`config.mk`:
```
export PLATFORM = sky130hd
export DESIGN_NAME = irq_mask_unit
export DESIGN_NICKNAME = d
export VERILOG_FILES = /design/src/rtl/irqc_pkg.sv /design/src/rtl/irqc_classify.sv /design/src/rtl/irqc_bank.sv /design/src/rtl/irqc_pin_ctl.sv /design/src/rtl/irq_mask_unit.sv
export SDC_FILE = /design/constraint.sdc
export NUM_CORES = 1
export LEC_CHECK = 0
export ABC_AREA = 0
export ABC_CLOCK_PERIOD_IN_PS = 1100
export BUFFER_PORTS_ARGS = -buffer_cell sky130_fd_sc_hd__buf_2
export CAP_MARGIN = 20
export CORE_MARGIN = 2
export CORE_UTILIZATION = 52
export DETAILED_ROUTE_END_ITERATION = 10
export PLACE_DENSITY_LB_ADDON = 0.08
export SYNTH_ARGS = -nofsm -noshare
export SYNTH_HDL_FRONTEND = slang
export SYNTH_HIERARCHICAL = 1
export SYNTH_SLANG_ARGS = --single-unit
```
`constraint.sdc`:
```
create_clock -name clk -period 1.1 [get_ports clk]
set_input_delay 0 -clock clk [delete_from_list [all_inputs] [get_ports clk]]
set_output_delay 0 -clock clk [all_outputs]
set_load 0.05 [all_outputs]
```
`src/rtl/irqc_pkg.sv`:
```
package irqc_pkg;
  localparam int EVT_W  = 16;
  localparam int BANK_W = 8;
  localparam int NBANK  = EVT_W / BANK_W;

  // event bit positions
  localparam int B_PARITY   = 0;
  localparam int B_BUSRST   = 1;
  localparam int B_DISC     = 2;
  localparam int B_GROSS    = 3;
  localparam int B_RESEL    = 4;
  localparam int B_SEL      = 5;
  localparam int B_FDONE    = 6;
  localparam int B_ATN      = 7;
  localparam int B_HSTMR    = 8;
  localparam int B_GPTMR    = 9;
  localparam int B_SELTO    = 10;
  localparam int B_FLY      = 11;
  localparam int B_CRC      = 12;

  // events that never need CPU service in the given role
  function automatic logic [EVT_W-1:0] nonfatal_set(input logic tgt);
    logic [EVT_W-1:0] m;
    m = '0;
    m[B_RESEL] = 1'b1;
    m[B_SEL]   = 1'b1;
    m[B_FDONE] = 1'b1;
    m[B_HSTMR] = 1'b1;
    m[B_GPTMR] = 1'b1;
    m[B_FLY]   = 1'b1;
    m[B_ATN]   = tgt;
    return m;
  endfunction

  // events that still request a halt, given role and suppression bit
  function automatic logic [EVT_W-1:0] halt_set(input logic tgt, input logic hdis);
    logic [EVT_W-1:0] m;
    m = ~nonfatal_set(tgt);
    if (tgt && hdis) begin
      m[B_PARITY] = 1'b0;
      m[B_CRC]    = 1'b0;
      m[B_ATN]    = 1'b0;
    end
    return m;
  endfunction
endpackage

```
`src/rtl/irqc_classify.sv`:
```
module irqc_classify
  import irqc_pkg::*;
(
  input  logic [EVT_W-1:0] evt,
  input  logic             tgt,
  input  logic             hdis,
  output logic [EVT_W-1:0] fatal_evt,
  output logic             halt_evt
);
  logic [EVT_W-1:0] halt_mask;

  always_comb begin
    halt_mask = halt_set(tgt, hdis);
    fatal_evt = evt & ~nonfatal_set(tgt);
    halt_evt  = |(evt & halt_mask);
  end
endmodule

```
`src/rtl/irqc_bank.sv`:
```
module irqc_bank #(
  parameter int W = 8
) (
  input  logic         clk,
  input  logic         rst,
  input  logic [W-1:0] evt,
  input  logic [W-1:0] wdata,
  input  logic         en_we,
  input  logic         clr_we,
  output logic [W-1:0] sts,
  output logic [W-1:0] sts_nxt,
  output logic [W-1:0] en
);
  logic [W-1:0] clr_bits;

  always_comb begin
    clr_bits = clr_we ? wdata : '0;
    // a new event wins over a clear in the same cycle
    sts_nxt  = (sts & ~clr_bits) | evt;
  end

  always_ff @(posedge clk) begin
    if (rst) begin
      sts <= '0;
      en  <= '0;
    end else begin
      sts <= sts_nxt;
      if (en_we) en <= wdata;
    end
  end
endmodule

```
`src/rtl/irqc_pin_ctl.sv`:
```
module irqc_pin_ctl #(
  parameter int N = 16
) (
  input  logic         clk,
  input  logic         rst,
  input  logic [N-1:0] hit,
  input  logic [N-1:0] sts_nxt,
  input  logic         ack,
  input  logic         halt_evt,
  output logic         pend,
  output logic         irq_n,
  output logic         halt_req
);
  // status bits that currently hold the pin asserted
  logic [N-1:0] owner;

  always_ff @(posedge clk) begin
    if (rst) begin
      owner    <= '0;
      halt_req <= 1'b0;
    end else begin
      halt_req <= halt_evt;
      if (ack) owner <= hit;
      else     owner <= (owner & sts_nxt) | hit;
    end
  end

  always_comb begin
    pend  = |owner;
    irq_n = ~pend;
  end
endmodule

```
`src/rtl/irq_mask_unit.sv`:
```
module irq_mask_unit
  import irqc_pkg::*;
(
  input  logic             clk,
  input  logic             rst,
  input  logic [EVT_W-1:0] evt_i,
  input  logic             target_mode_i,
  input  logic             halt_dis_i,
  input  logic [BANK_W-1:0] wdata_i,
  input  logic [NBANK-1:0] en_wr_i,
  input  logic [NBANK-1:0] sts_clr_i,
  input  logic             pin_ack_i,
  output logic [EVT_W-1:0] status_o,
  output logic [EVT_W-1:0] enable_o,
  output logic             pend_o,
  output logic             irq_n_o,
  output logic             halt_req_o
);
  logic [EVT_W-1:0] sts_nxt_w;
  logic [EVT_W-1:0] fatal_w;
  logic [EVT_W-1:0] hit_w;
  logic             halt_evt_w;

  irqc_classify u_cls (
    .evt       (evt_i),
    .tgt       (target_mode_i),
    .hdis      (halt_dis_i),
    .fatal_evt (fatal_w),
    .halt_evt  (halt_evt_w)
  );

  for (genvar b = 0; b < NBANK; b++) begin : g_bank
    irqc_bank #(.W(BANK_W)) u_bank (
      .clk     (clk),
      .rst     (rst),
      .evt     (evt_i[b*BANK_W +: BANK_W]),
      .wdata   (wdata_i),
      .en_we   (en_wr_i[b]),
      .clr_we  (sts_clr_i[b]),
      .sts     (status_o[b*BANK_W +: BANK_W]),
      .sts_nxt (sts_nxt_w[b*BANK_W +: BANK_W]),
      .en      (enable_o[b*BANK_W +: BANK_W])
    );
  end

  assign hit_w = evt_i & enable_o;

  irqc_pin_ctl #(.N(EVT_W)) u_pin (
    .clk      (clk),
    .rst      (rst),
    .hit      (hit_w),
    .sts_nxt  (sts_nxt_w),
    .ack      (pin_ack_i),
    .halt_evt (halt_evt_w),
    .pend     (pend_o),
    .irq_n    (irq_n_o),
    .halt_req (halt_req_o)
  );
endmodule

```
== Word level (Yosys, flattened, before mapping) ==
Index checks and enable logic that the tools add are counted.

* Flip-flop bits (word level): 49
* Input port bits: 33
* Output and inout port bits: 35
* Word-level logic and storage cells: 27

* Mux-type cells: 6
* Bitwise gates (word level): 12
* Reduce and logical (&&, ||, !) cells: 3

{| class="wikitable"
|+ Operator list
! operator !! number
|-
| $and A16 B16 Y16 || 3
|-
| $reduce_or A16 Y1 || 2
|-
| $and A8 B8 Y8 || 2
|-
| $mux W16 || 1
|-
| $mux W8 || 2
|-
| $not A12 Y16 || 1
|-
| $not A8 Y8 || 2
|-
| $or A16 B16 Y16 || 1
|-
| $or A8 B8 Y8 || 2
|-
| $mux W1 || 3
|-
| $logic_and A1 B1 Y1 || 1
|-
| $not A1 Y1 || 1
|}

== Logic depth before layout (Yosys ltp) ==
* Depth in word-level cells: 7
* Mapped depth: 6

== Hierarchy ==
Netlist, hierarchy kept.

{| class="wikitable"
|+ Modules (own cells, without submodules)
! module !! instances !! cells each !! area each (µm²) !! seq. area each (µm²)
|-
| irqc_bank || 2 || 77 || 765.7 || 320.3
|-
| irqc_pin_ctl || 1 || 75 || 668.1 || 340.3
|-
| irqc_classify || 1 || 21 || 157.7 || 0.0
|-
| irq_mask_unit || 1 || 16 || 100.1 || 0.0
|}

== Worst setup path before layout ==
No wires, ideal clock.

* Path kind: register to output
* Start point: reg u_pin.owner[14]
* End point: out irq_n_o
* Arrival: 1.119 ns
* Required time: 1.100 ns
* Path slack: -0.019 ns
* Stages on the path, launching flop included: 3
* Buffers on the path: 0
* Cells stage by stage: dfxtp_1 > nor4_1 > and4_1

* Longest elaborated chain between the ends: 2

{| class="wikitable"
|+ Ends and longest elaborated chain
! item !! RTL line !! source
|-
| from (decl) || irqc_pin_ctl.sv:15 || <nowiki>logic [N-1:0] owner;</nowiki>
|-
| from (signal assigned) || irqc_pin_ctl.sv:23 || <nowiki>if (ack) owner <= hit;</nowiki>
|-
| from (signal assigned) || irqc_pin_ctl.sv:24 || <nowiki>else owner <= (owner & sts_nxt) | hit;</nowiki>
|-
| $reduce_or A16 Y1 || irqc_pin_ctl.sv:29 || <nowiki>pend = |owner;</nowiki>
|-
| $not A1 Y1 || irqc_pin_ctl.sv:30 || <nowiki>irq_n = ~pend;</nowiki>
|-
| to (decl) || irq_mask_unit.sv:16 || <nowiki>output logic irq_n_o,</nowiki>
|}

Every way passes these cells.

== Final worst setup path ==
* Start point: reg u_pin.owner[15]
* End point: out pend_o

* Longest elaborated chain between the ends: 1

{| class="wikitable"
|+ Ends and longest elaborated chain
! item !! RTL line !! source
|-
| $reduce_or A16 Y1 || irqc_pin_ctl.sv:29 ||
|-
| to (decl) || irq_mask_unit.sv:15 || <nowiki>output logic pend_o,</nowiki>
|}

Every way passes these cells.

==> flow_summary_export.csv <==
group,metric,value,unit
layout,fillCellCount,389,
layout,drive_gt1_share,31.7,%
timing,setup_viol,2,
routing,route.detailed.drc,0,
critical_path,required,1.10,ns
placed_design,placed_area,0.00265,sq mm
placed_design,dp.cells,359,
placed_design,dp_slack,-0.0836,ns
floorplan,row_count,24,
clock_network,clock_latency,0.29,ns
hold_path,holdCritPathClass,"in -> reg",
critical_path,crit_type,"reg -> out",
floorplan,dieHeight,71.1,microns
routing,wl,4980,microns
yosys,synthCells,250,
critical_path,max_stage_delay,0.34,ns
floorplan,die_w,71.1,microns
clock_network,clock-root-buffer,"clkbuf_8",
pwr,power.share.switching,32.2,%
placed_design,buffer_ports.inserted,67,
routing,vias_per_cell,5.11,
timing,slew_headroom,75.6,%
critical_path,worstSetupStartpoint,"u_pin/owner[15]",
flow_run,cap_violations,0,
grt,track_usage,19.9,%
timing,worst_slack,-0.266,ns
timing,rsz0062_at_grt,"true",
timing,tightest_slew,0.367,ns
grt,grt_pass1_wl,7950,microns
timing,period_share,124,%
hold_path,min-delay-start,"wdata_i[6]",
yosys,syn_nets,283,
pwr,p_leak,1.31,nW
grt,gr-total-overflow,0,
clock_network,clk_pin_slew,0.08,ns
clock_network,clock-sinks,49,
grt,grt_max_degree,50,
critical_path,start_kind,"flip-flop",
timing,fin_crit,1.37,ns
routing,ant_nets,0,
clock_network,cts_tree,"yes",
layout,layout.cells.non_filler,367,
layout,nets,347,
pwr,power_frac_comb,24.8,%
pwr,ir_drop,0.000817,V
pwr,clkPwrFrac,25.5,%
pwr,seqPwrFrac,49.7,%
critical_path,cp.arrival,1.37,ns
clock_network,hold_buffers,0,
routing,wl_per_cell,13.6,microns
timing,maxSlewViolCount,0,
critical_path,crit_fanout,2,
routing,vias,1877,
floorplan,die-area,0.00505,sq mm
timing,hold_viol,0,
timing,fin_skew,0.00839,ns
clock_network,cts_made_buffers,5,
critical_path,critPathBufInv,2,
critical_path,endpoint_kind,"primary output",
timing,clock.fmax,732,MHz
layout,syn_to_final_growth,18.7,%
floorplan,initial_core_util,53.8,%
floorplan,io_pins,68,
pwr,p_sw,1.26,mW
yosys,ys_warn_count,6,
layout,design_area,0.00278,sq mm
placed_design,post-dp-hpwl,3580,microns
clock_network,clockBufferDepth,2,
routing,drt_iter0_markers,98,
pwr,p_per_area,1410,mW/mm^2
grt,grt_antenna_before_repair,0,
clock_network,htree_levels,2,
critical_path,crit_slowest_cell,"dfxtp_2",
status,status,"complete, but fails checks",
placed_design,gp_congestion,0.743,
grt,grt_pass1_vias,1686,
critical_path,worstReg2RegStart,"g_bank[1].u_bank/sts[7]",
yosys,avgSynthCellArea,9.36,sq um
pwr,power.internal,2.65,mW
floorplan,core,0.00435,sq mm
critical_path,cp_cell_sequence,"nor4_4 > buf_4 > nand4_1 > buf_6",
yosys,synthesis.area,0.00234,sq mm
status,violations,"setup timing",
critical_path,cp_top_family,"simple AND/OR/NAND/NOR gates",
clock_network,cts_setup_buffers,0,
routing,firstDrtPassIters,4,
layout,num_antenna_cells,0,
==> layer usage <==
metal | routed length, microns | up-vias | track usage, %
met3 | 237 | 5 | 3.85
met5 | 0 | - | 0
met2 | 2180 | 46 | 29.5
met4 | 51 | 0 | 7.34
li1 | - | 968 | -
met1 | 2510 | 858 | 28.8
==> layout make-up <==
type	count	area, sq um	share of cell area [%]
Inverter	32	120	4.32
Multi-Input combinational cell	156	1140	41.1
Tap cell	52	65.1	2.34
Timing Repair Buffer	70	387	13.9
Sequential cell	49	985	35.4
Clock buffer	8	80.1	2.88
==> per-stage QoR <==
step	hold WS, ns	TNS (ns)	total power, mW	utilization [%]
floorplan	0.111	0	2.67	-
global placement	0.315	-0.0789	2.90	60.9
detailed placement	0.323	-0.0836	2.91	60.9
CTS	0.00650	-0.552	3.95	63.8
global route	0.0168	-0.599	4.08	63.8
finish	0.0101	-0.526	3.91	63.8
==> registers in the layout, indices dropped and copies added (netlist names) <==
| signal | count |
|---|---|
| g_bank.u_bank/en | 16 |
| g_bank.u_bank/sts | 16 |
| u_pin/halt_req | 1 |
| u_pin/owner | 16 |
==> power groups by stage <==
stage          Sequential, mW  Combinational (mW)  Clock [mW]
6_report                 1.94               0.971       0.995
3_5_place_dp             1.98               0.931           0
4_1_cts                  1.95               0.978        1.03
2_1_floorplan            2.26               0.418           0
5_1_grt                  1.96                1.03        1.09
3_3_place_gp             1.98               0.924           0
==> placed cells by master (no fill, tap or decap) <==
cell and instances:
buf_2 65, dfxtp_1 46, inv_1 32, nor2_1 32
and2_1 16, nand2_1 16, a21o_1 16, a311oi_2 16
mux2i_1 16, nand3b_1 16, a21oi_1 16, clkbuf_8 5
clkbuf_1 3, nor4_4 3, dfxtp_2 3, buf_4 2
nor2b_1 2, nor4_2 2, buf_8 1, buf_6 1
buf_12 1, o2bb2ai_1 1, nor3_1 1, nand4b_1 1
nand4_1 1, and4_4 1
==> final timing paths <==
check                       endpoint  slack [ns]  depth (start not counted)
max                           pend_o       -0.27                          4
min          g_bank[0].u_bank/sts[6]        0.01                          2
max reg2reg          u_pin/owner[15]        0.30                          3
min reg2reg           u_pin/owner[2]        0.51                          2
==> what timing repair did <==
item                       4_1_cts  5_1_grt
setup endpoints to repair        2        2
gates cloned                     0        0
resized for setup               12        0
pin swaps                        4        1
No activity file was read; power rests on OpenSTA's default activity.
